$ cat config.mk
export PLATFORM = sky130hd
export DESIGN_NAME = irq_gate
export DESIGN_NICKNAME = d
export VERILOG_FILES = /design/src/rtl/irq_gate_pkg.sv /design/src/rtl/irq_mask_reg.sv /design/src/rtl/irq_shadow.sv /design/src/rtl/irq_handoff.sv /design/src/rtl/irq_gate.sv
export SDC_FILE = /design/constraint.sdc
export NUM_CORES = 1
export LEC_CHECK = 0
export ABC_AREA = 1
export CAP_MARGIN = 20
export CORE_AREA = 4 4 41 43
export CTS_CLUSTER_DIAMETER = 30
export DETAILED_ROUTE_END_ITERATION = 7
export DIE_AREA = 0 0 45 47
export SLEW_MARGIN = 20
export SYNTH_ARGS = -nofsm -noshare
export SYNTH_HDL_FRONTEND = slang
export SYNTH_SLANG_ARGS = --single-unit
export TNS_END_PERCENT = 50
$ cat constraint.sdc
create_clock -name clk -period 1.6 [get_ports clk]
set_clock_uncertainty 0.05 [all_clocks]
set_input_delay 0.32 -clock clk [delete_from_list [all_inputs] [get_ports clk]]
set_output_delay 0.32 -clock clk [all_outputs]
set_load 0.03 [all_outputs]
$ cat src/rtl/irq_gate_pkg.sv
package irq_gate_pkg;
  typedef enum logic [1:0] {
    HS_IDLE  = 2'd0,
    HS_STACK = 2'd1,
    HS_FETCH = 2'd2
  } hs_state_t;
endpackage

$ cat src/rtl/irq_mask_reg.sv
module irq_mask_reg #(
  parameter logic RESET_VAL = 1'b1
) (
  input  logic clk,
  input  logic rst,
  input  logic set_i,
  input  logic clr_i,
  output logic mask_next_o,
  output logic mask_q_o
);
  // set has priority over clear
  always_comb begin
    if (set_i)      mask_next_o = 1'b1;
    else if (clr_i) mask_next_o = 1'b0;
    else            mask_next_o = mask_q_o;
  end

  always_ff @(posedge clk) begin
    if (rst) mask_q_o <= RESET_VAL;
    else     mask_q_o <= mask_next_o;
  end
endmodule

$ cat src/rtl/irq_shadow.sv
module irq_shadow #(
  parameter logic RESET_VAL = 1'b1
) (
  input  logic clk,
  input  logic rst,
  input  logic boundary_i,
  input  logic clr_flag_i,
  input  logic mask_next_i,
  output logic shadow_o
);
  // mask value as the current instruction began
  logic start_mask_q;

  always_ff @(posedge clk) begin
    if (rst)             start_mask_q <= RESET_VAL;
    else if (boundary_i) start_mask_q <= mask_next_i;
  end

  assign shadow_o = boundary_i & clr_flag_i & start_mask_q;
endmodule

$ cat src/rtl/irq_handoff.sv
module irq_handoff
  import irq_gate_pkg::*;
(
  input  logic clk,
  input  logic rst,
  input  logic accept_i,
  input  logic boundary_i,
  input  logic stack_done_i,
  output logic busy_o,
  output logic auto_set_o,
  output logic take_o,
  output logic fetch_ok_o
);
  hs_state_t state_q, state_d;

  always_comb begin
    state_d = state_q;
    case (state_q)
      HS_IDLE:  if (accept_i)     state_d = HS_STACK;
      HS_STACK: if (stack_done_i) state_d = HS_FETCH;
      HS_FETCH: if (boundary_i)   state_d = HS_IDLE;
      default:                    state_d = HS_IDLE;
    endcase
  end

  assign busy_o     = (state_q != HS_IDLE);
  assign auto_set_o = (state_q == HS_STACK) & stack_done_i;

  always_ff @(posedge clk) begin
    if (rst) begin
      state_q    <= HS_IDLE;
      take_o     <= 1'b0;
      fetch_ok_o <= 1'b0;
    end else begin
      state_q    <= state_d;
      take_o     <= accept_i & (state_q == HS_IDLE);
      fetch_ok_o <= (state_d == HS_FETCH);
    end
  end
endmodule

$ cat src/rtl/irq_gate.sv
module irq_gate #(
  parameter logic MASK_RESET = 1'b1
) (
  input  logic clk,
  input  logic rst,
  input  logic boundary_i,
  input  logic irq_req_i,
  input  logic mask_set_i,
  input  logic mask_clr_i,
  input  logic clr_flag_i,
  input  logic stack_done_i,
  output logic mask_o,
  output logic take_o,
  output logic fetch_ok_o
);
  logic mask_next;
  logic shadow_act;
  logic busy;
  logic auto_set;
  logic accept;

  irq_mask_reg #(.RESET_VAL(MASK_RESET)) u_mask (
    .clk        (clk),
    .rst        (rst),
    .set_i      (mask_set_i | auto_set),
    .clr_i      (mask_clr_i),
    .mask_next_o(mask_next),
    .mask_q_o   (mask_o)
  );

  irq_shadow #(.RESET_VAL(MASK_RESET)) u_shadow (
    .clk        (clk),
    .rst        (rst),
    .boundary_i (boundary_i),
    .clr_flag_i (clr_flag_i),
    .mask_next_i(mask_next),
    .shadow_o   (shadow_act)
  );

  assign accept = boundary_i & irq_req_i & ~mask_o & ~shadow_act & ~busy;

  irq_handoff u_handoff (
    .clk         (clk),
    .rst         (rst),
    .accept_i    (accept),
    .boundary_i  (boundary_i),
    .stack_done_i(stack_done_i),
    .busy_o      (busy),
    .auto_set_o  (auto_set),
    .take_o      (take_o),
    .fetch_ok_o  (fetch_ok_o)
  );
endmodule

=== Word level (Yosys, flattened, before mapping) ===
Index checks and enable logic that the tools add are counted.

* Muxes and demuxes: 6
* Equal/unequal tests: 3
* Shift operators: 0
* Reduce and logical (&&, ||, !) cells: 2
* Div/mod/pow operators: 0
* Add/sub/neg operators: 0
* Order comparisons: 0
* Multipliers: 0
* Bitwise operators: 12

{| class="wikitable"
|+ Operator list
! operator !! number
|-
| 1-bit AND || 8
|-
| 2-bit two-way mux || 3
|-
| 2-bit case mux with 3 select lines || 1
|-
| 2-bit == test, second input constant || 2
|-
| 1-bit NOT || 3
|-
| 2-bit by 1-bit == test with 1-bit output, second input constant || 1
|-
| 2-bit logical NOT || 1
|-
| 1-bit two-way mux || 2
|-
| 2-bit nonzero test || 1
|-
| 1-bit bitwise OR || 1
|}

* Memory bits (writable): 0
* Word-level logic and storage cells: 28
* Latch bits: 0
* Flip-flop bits (word level): 6
* Bits in read-only memories: 0
* Input bits: 8
* Output and inout port bits: 3
* Memories kept: 0

=== Depth between registers and ports, before layout ===
Gate-level depths: netlist (run 1).

* Depth in word-level cells: 8
* Mapped depth: 5
* Mapped depth without buffers: 5

=== Hierarchy ===
A second synthesis (run 1) with hierarchy kept.

* Cells, all modules: 39
* Area total of the unflattened synthesis: 277.8 um^2

{| class="wikitable"
|+ Modules (own cells, without submodules)
! module !! cells an instance !! instances !! sequential area each (um^2) !! area an instance (um^2)
|-
| irq_handoff || 17 || 1 || 80.1 || 148.9
|-
| irq_mask_reg || 7 || 1 || 20.0 || 51.3
|-
| irq_shadow || 8 || 1 || 20.0 || 47.5
|-
| irq_gate || 7 || 1 || 0.0 || 30.0
|}

=== Worst setup path after synthesis (run 1) ===
No wires, ideal clock.

* Path kind: register -> register
* Start point: reg u_mask.mask_q_o
* End point: reg u_mask.mask_q_o
* Clock period less this slack: 0.999 ns
* Slack: 0.601 ns
* Path buffers: 0
* Cell stages (with the launch flop): 4
* Setup time: 0.120 ns
* Data arrival time: 0.829 ns
* Required time: 1.430 ns
* Cells stage by stage: dfxtp_1 a21oi_1 nand2_1 or2_1

* Longest elaborated chain between the ends: 2

{| class="wikitable"
|+ Ends and longest elaborated chain
! item !! line !! source
|-
| start, declared || irq_mask_reg.sv:9 || <nowiki>output logic mask_q_o</nowiki>
|-
| start signal, assigned || irq_mask_reg.sv:20 || <nowiki>else mask_q_o <= mask_next_o;</nowiki>
|-
| 1-bit two-way mux || irq_mask_reg.sv:14 || <nowiki>else if (clr_i) mask_next_o = 1'b0;</nowiki>
|-
| 1-bit two-way mux || irq_mask_reg.sv:13 || <nowiki>if (set_i) mask_next_o = 1'b1;</nowiki>
|}

No other way between the ends.
A chain may end at the register's enable or synchronous reset.

=== Worst setup path in the final report (run 1) ===
* Start point: reg u_mask.mask_q_o
* End point: out mask_o

{| class="wikitable"
|+ RTL lines
! item !! line !! source
|-
| end, declared || irq_gate.sv:12 || <nowiki>output logic mask_o,</nowiki>
|}

No word-level cell between the ends.

==> results of run 1 <==
## repair_timing
item	CTS	global route
endpoints found under the hold margin	0	0
resized for setup	1	2
endpoints found under the setup margin	1	2
## placed cells by master (no fill, tap or decap)
master	Yosys	final
nand2_1	4	4
dlygate4sd2_1	0	1
nand2_2	1	1
nor2_2	1	1
nand3b_1	1	1
dfxtp_1	6	6
a21oi_2	1	1
nand3_1	1	1
or2_1	1	1
clkbuf_4	0	3
dlymetal6s2s_1	0	2
nor2_1	3	3
inv_1	3	3
a21oi_1	4	4
nand3_2	2	2
clkdlybuf4s50_1	0	7
## power groups by stage
stage / registers (uW) / clock network, uW / logic, uW
global placement: 159 / 0 / 39.4
CTS: 156 / 152 / 39.2
floorplan: 162 / 0 / 10.6
global route: 156 / 162 / 41.4
detailed placement: 159 / 0 / 39.6
finish: 156 / 145 / 38.9
## logic make-up (layout without fill, tap and decap cells)
logic type	Yosys count	in the layout	share of synthesized area (%)
AOI/OAI and AO/OA	5	5	12.1
and+or+nand+nor	14	14	32.6
buffers and inverters	3	16	4.74
DFF	6	6	50.5
## through the flow
step / std cells / util (%) / instance area [um2] / hold slack (ps) / total power, uW
floorplan: 28 / - / 238 / 332 / 173
finish: 56 / 29.4 / 383 / 422 / 340
CTS: 56 / 29.0 / 378 / 424 / 347
global placement: 53 / 27.4 / 357 / 402 / 198
global route: 56 / 29.4 / 383 / 443 / 360
detailed placement: 53 / 27.4 / 357 / 413 / 199
## area by class of cell
cell class,instances,area [um2]
Fill cell,156,918
Inverter,3,11.3
Multi-Input combinational cell,19,106
Tap cell,15,18.8
Sequential cell,6,120
Clock buffer,3,22.5
Timing Repair Buffer,10,104
## routing by layer
layer / share of wire (%) / routed length [um] / vias up / global-route usage (%)
met2: 49 / 260 / 6 / 8.47
li1: - / - / 116 / -
met4: 0 / 0 / 0 / 5.26
met5: 0 / 0 / - / 0
met1: 40 / 209 / 102 / 5.49
met3: 10 / 55 / 0 / 5.75
## registers in the layout, summed over array words and instances (netlist names)
register,cells
u_handoff.fetch_ok_o,1
u_handoff.take_o,1
u_handoff.state_q,2
u_mask.mask_q_o,1
u_shadow.start_mask_q,1
## how the worst min path moves through the flow
| stage | from | endpoint | slack, ps | cells after the start |
|---|---|---|---|---|
| after floorplan | rst | u_handoff.state_q[0] | 330 | 1 |
| after global placement | u_shadow.start_mask_q | u_shadow.start_mask_q | 400 | 2 |
| after detailed placement | u_shadow.start_mask_q | u_shadow.start_mask_q | 410 | 2 |
| after CTS | u_shadow.start_mask_q | u_shadow.start_mask_q | 420 | 2 |
| after global routing | u_shadow.start_mask_q | u_shadow.start_mask_q | 440 | 2 |
| final | u_shadow.start_mask_q | u_shadow.start_mask_q | 420 | 2 |
==> flow_summary_export.csv, run 1 <==
group,metric,value,unit
floorplanning,rows,13,
logic_synthesis,synthTopCellsByCount,"dfxtp_1, a21oi_1, nand2_1, inv_1, nor2_1",
detailed_routing,via_per_inst,4.00,
pwr,switchingPower,78.9,uW
floorplanning,die_h,47,um
setup_path,worst-path-stages,1,
layout,area_growth,61.1,%
pwr,pwr-share-clk,42.6,%
logic_synthesis,yosysMostFrequentCell,"dfxtp_1",
setup_path,ff2ff_setup_slack,690,ps
logic_synthesis,synth_largest_area_cell,"dfxtp_1",
clock_tree,postCtsSetupRepairBufs,0,
place,io_buffers,10,
logic_synthesis,netlist_top_cells_area,"dfxtp_1, a21oi_1, nand3_2",
setup_path,worstSetupPathType,"reg -> out",
sta,finalSetupViolCount,0,
pwr,pwr_density_cell,888,nW/um2
sta,finalSetupTns,0,ps
logic_synthesis,ys.flop_type,"dfxtp_1",
global_route,grt_pass1_wl,807,um
layout,antenna_cells,0,
logic_synthesis,synth_top_area_share,50.5,%
place,place_ws,198,ps
logic_synthesis,async_reset_ff_share,0,%
pwr,leakagePower,0.000176,uW
sta,worst_slew_margin_rel,78.5,%
logic_synthesis,synth_cells,28,
detailed_routing,route.detailed.drc,0,
clock_tree,clk_latency,250,ps
global_route,antenna_found_initial,0,
run,max_cap_viol_count,0,
clock_tree,cts_root_buffer,"clkbuf_4",
logic_synthesis,synth_edf_count,0,
setup_path,r2r_cells,3,
sta,worst-slew-pin-transition,322,ps
sta,fmax,725,MHz
floorplanning,die_w,45,um
setup_path,critPathTopFamily,"buffers and inverters",
pwr,power_frac_seq,45.9,%
setup_path,start_kind,"register",
setup_path,crit_path_end_kind,"output pin",
floorplanning,coreArea,1300,um2
setup_path,cp-endpoint,"mask_o",
clock_tree,cts_tree,"built",
global_route,gr-total-overflow,0,
setup_path,slowest_stage,"dlygate4sd2_1",
logic_synthesis,syn_area,238,um2
layout,drive_gt1_share,19.5,%
global_route,grt_max_degree,7,
pwr,intPower,261,uW
floorplanning,initial_utilization,18.3,%
pwr,vdd_drop_max,332,uV
setup_path,path_buf_inv,1,
logic_synthesis,synth.distinct_cells,12,
hold_path,hold_class,"reg -> reg",
setup_path,crit_chain,"dlygate4sd2_1",
clock_tree,numCtsBuffers,3,
detailed_routing,drt-total-wl,526,um
sta,grt_setup_unrepaired,"false",
global_route,grt_pass1_vias,213,
clock_tree,path_clk_slew,50,ps
floorplanning,die-area,2120,um2
place,gp_congestion,0.744,
detailed_routing,vias,224,
sta,hold_viol_final,0,
pwr,power_frac_comb,11.4,%
setup_path,worstPathArrival,1010,ps
detailed_routing,drtIter0Drc,3,
layout,nets,51,
clock_tree,clock_tree.buffer_depth,2,
sta,setup_ws,221,ps
logic_synthesis,avgSynthCellArea,8.49,um2
clock_tree,cts_hold_buf,0,
sta,min_period_over_period,86.2,%
global_route,grtUsageTotal,6.18,%
setup_path,max_stage_delay,410,ps
setup_path,cp_max_fo,3,
floorplanning,io_pins,11,
sta,drv_slew,0,
detailed_routing,postRouteAntennaNets,0,
setup_path,reg2reg_to,"u_mask.mask_q_o",
clock_tree,h-tree-depth,1,
logic_synthesis,synth_seq_area_share,50.5,%
clock_tree,clkSinkCount,6,
setup_path,r2r-start,"u_mask.mask_q_o",
logic_synthesis,yosys_warnings,0,
setup_path,critPathLaunch,"u_mask.mask_q_o",
detailed_routing,firstDrtPassIters,2,
logic_synthesis,synthesis.nets,36,
outcome,status,"finished, final reports clean",
sta,period_needed,1380,ps
setup_path,critical_path_required,1230,ps
logic_synthesis,synth_seq_cells,6,
pwr,swShare,23.2,%
detailed_routing,wire_per_inst,9.39,um
Power figures use the tool's default switching activity.
==> run 2, diff against run 1 <==
--- a/config.mk
+++ b/config.mk
@@ -7,10 +7,10 @@
 export LEC_CHECK = 0
 export ABC_AREA = 1
 export CAP_MARGIN = 20
-export CORE_AREA = 4 4 41 43
+export CORE_AREA = 8 8 45 47
 export CTS_CLUSTER_DIAMETER = 30
 export DETAILED_ROUTE_END_ITERATION = 7
-export DIE_AREA = 0 0 45 47
+export DIE_AREA = 0 0 53 55
 export SLEW_MARGIN = 20
 export SYNTH_ARGS = -nofsm -noshare
 export SYNTH_HDL_FRONTEND = slang
==> flow_summary_export.csv, run 2 (same netlist as run 1, synthesis figures left out) <==
group,metric,value,unit
global_route,grt_max_degree,7,
detailed_routing,vias,223,
place,gp_congestion,0.742,
layout,final_common_cell,"clkdlybuf4s50_1",
sta,finalSetupTns,0,ps
floorplanning,die_w,53,um
detailed_routing,firstDrtPassIters,2,
layout,final.fill_count,148,
layout,regMostFlops,"u_handoff.state_q",
sta,hold_viol_final,0,
setup_path,max_stage_delay,410,ps
detailed_routing,wire_per_inst,9.40,um
detailed_routing,postRouteAntennaNets,0,
clock_tree,h-tree-depth,1,
sta,fmax,725,MHz
floorplanning,initial_utilization,17.2,%
clock_tree,cts_root_buffer,"clkbuf_4",
global_route,grt_pass1_wl,917,um
layout,nets,51,
clock_tree,clkSinkCount,6,
setup_path,worstSetupPathType,"reg -> out",
sta,period_needed,1380,ps
setup_path,r2r-start,"u_mask.mask_q_o",
sta,worst-slew-pin-transition,320,ps
layout,area_growth,60.0,%
detailed_routing,drtIter0Drc,1,
clock_tree,cts_hold_buf,0,
setup_path,worstPathArrival,1010,ps
global_route,grtUsageTotal,4.60,%
detailed_routing,drt-total-wl,536,um
setup_path,crit_path_end_kind,"output pin",
sta,grt_setup_unrepaired,"false",
place,place_hpwl,430,um
hold_path,hold_class,"reg -> reg",
floorplanning,die_h,55,um
sta,finalSetupViolCount,0,
setup_path,slowest_stage,"dlygate4sd2_1",
global_route,gr-total-overflow,0,
clock_tree,clock_tree.buffer_depth,2,
layout,drive_gt1_share,19.5,%
place,io_buffers,10,
global_route,grt_pass1_vias,229,
global_route,antenna_found_initial,0,
clock_tree,numCtsBuffers,3,
clock_tree,clk_latency,250,ps
pwr,leakagePower,0.000163,uW
floorplanning,coreArea,1380,um2
run,max_cap_viol_count,0,
sta,drv_slew,0,
setup_path,critical_path_required,1230,ps
setup_path,critPathLaunch,"u_mask.mask_q_o",
sta,min_period_over_period,86.2,%
detailed_routing,via_per_inst,3.91,
setup_path,path_buf_inv,1,
pwr,pwr_density_cell,881,nW/um2
hold_path,worstHoldStart,"u_shadow.start_mask_q",
clock_tree,cts_tree,"built",
layout,largest_reg_flops,2,
layout,layout_common_cells,"clkdlybuf4s50_1, dfxtp_1, nand2_1, a21oi_1",
setup_path,cp_max_fo,3,
floorplanning,rows,14,
layout,fin_util,27.5,%
clock_tree,path_clk_slew,40,ps
sta,worst_slew_margin_rel,78.6,%
setup_path,crit_chain,"dlygate4sd2_1",
pwr,vdd_drop_max,373,uV
setup_path,start_kind,"register",
detailed_routing,route.detailed.drc,0,
outcome,status,"finished, final reports clean",
setup_path,critPathTopFamily,"buffers and inverters",
floorplanning,die-area,2920,um2
floorplanning,io_pins,11,
layout,antenna_cells,0,
sta,fin_hold_ws,425,ps
-- run 2: cell count changes in the layout (fill, tap and decap cells not counted), sizes merged --
cell,delta
dlygate4sd2,+1
dlymetal6s2s,-1
-- run 2: layout make-up --
type | instances | area (um2) | share of cell area, %
timing repair buffer | 10 | 100 | 26.3
inverter | 3 | 11.3 | 2.96
clock buffer | 3 | 22.5 | 5.92
tap | 16 | 20.0 | 5.26
sequential | 6 | 120 | 31.6
multi-input combinational | 19 | 106 | 28.0
-- run 2: layer usage --
metal  vias up  routed length, um  part of all wire [%]  track usage [%]
met2         7                268                    50             6.45
met5         -                  0                     0                0
met1        98                209                    39             4.43
li1        116                  -                     -                -
met4         0                 11                   2.1             3.88
met3         2                 47                   8.8             3.48
-- run 2: what timing repair did --
action | 4_1_cts | 5_1_grt
resized for setup | 2 | 1
setup endpoints to repair | 2 | 1
buffers inserted | 0 | 0
-- run 2: final timing paths --
check | cells past startpoint | end | slack [ps]
hold reg to reg | 2 | u_shadow.start_mask_q | 420
setup reg to reg | 3 | u_mask.mask_q_o | 690
setup / recovery | 1 | mask_o | 220
hold / removal | 2 | u_shadow.start_mask_q | 420
-- run 2: power by group --
group / switching [uW] / internal [uW]
combinational: 16.0 / 22.2
clock: 55.5 / 84.9
sequential: 2.54 / 154
total: 74.1 / 261
-- run 2: through the flow --
step | cell area, um2 | worst slack, ps | total power (uW) | std cells
floorplan | 238 | 601 | 173 | 28
global route | 380 | 171 | 356 | 57
finish | 380 | 221 | 335 | 57
global placement | 358 | 210 | 199 | 54
CTS | 378 | 10.9 | 342 | 57
detailed placement | 358 | 198 | 199 | 54
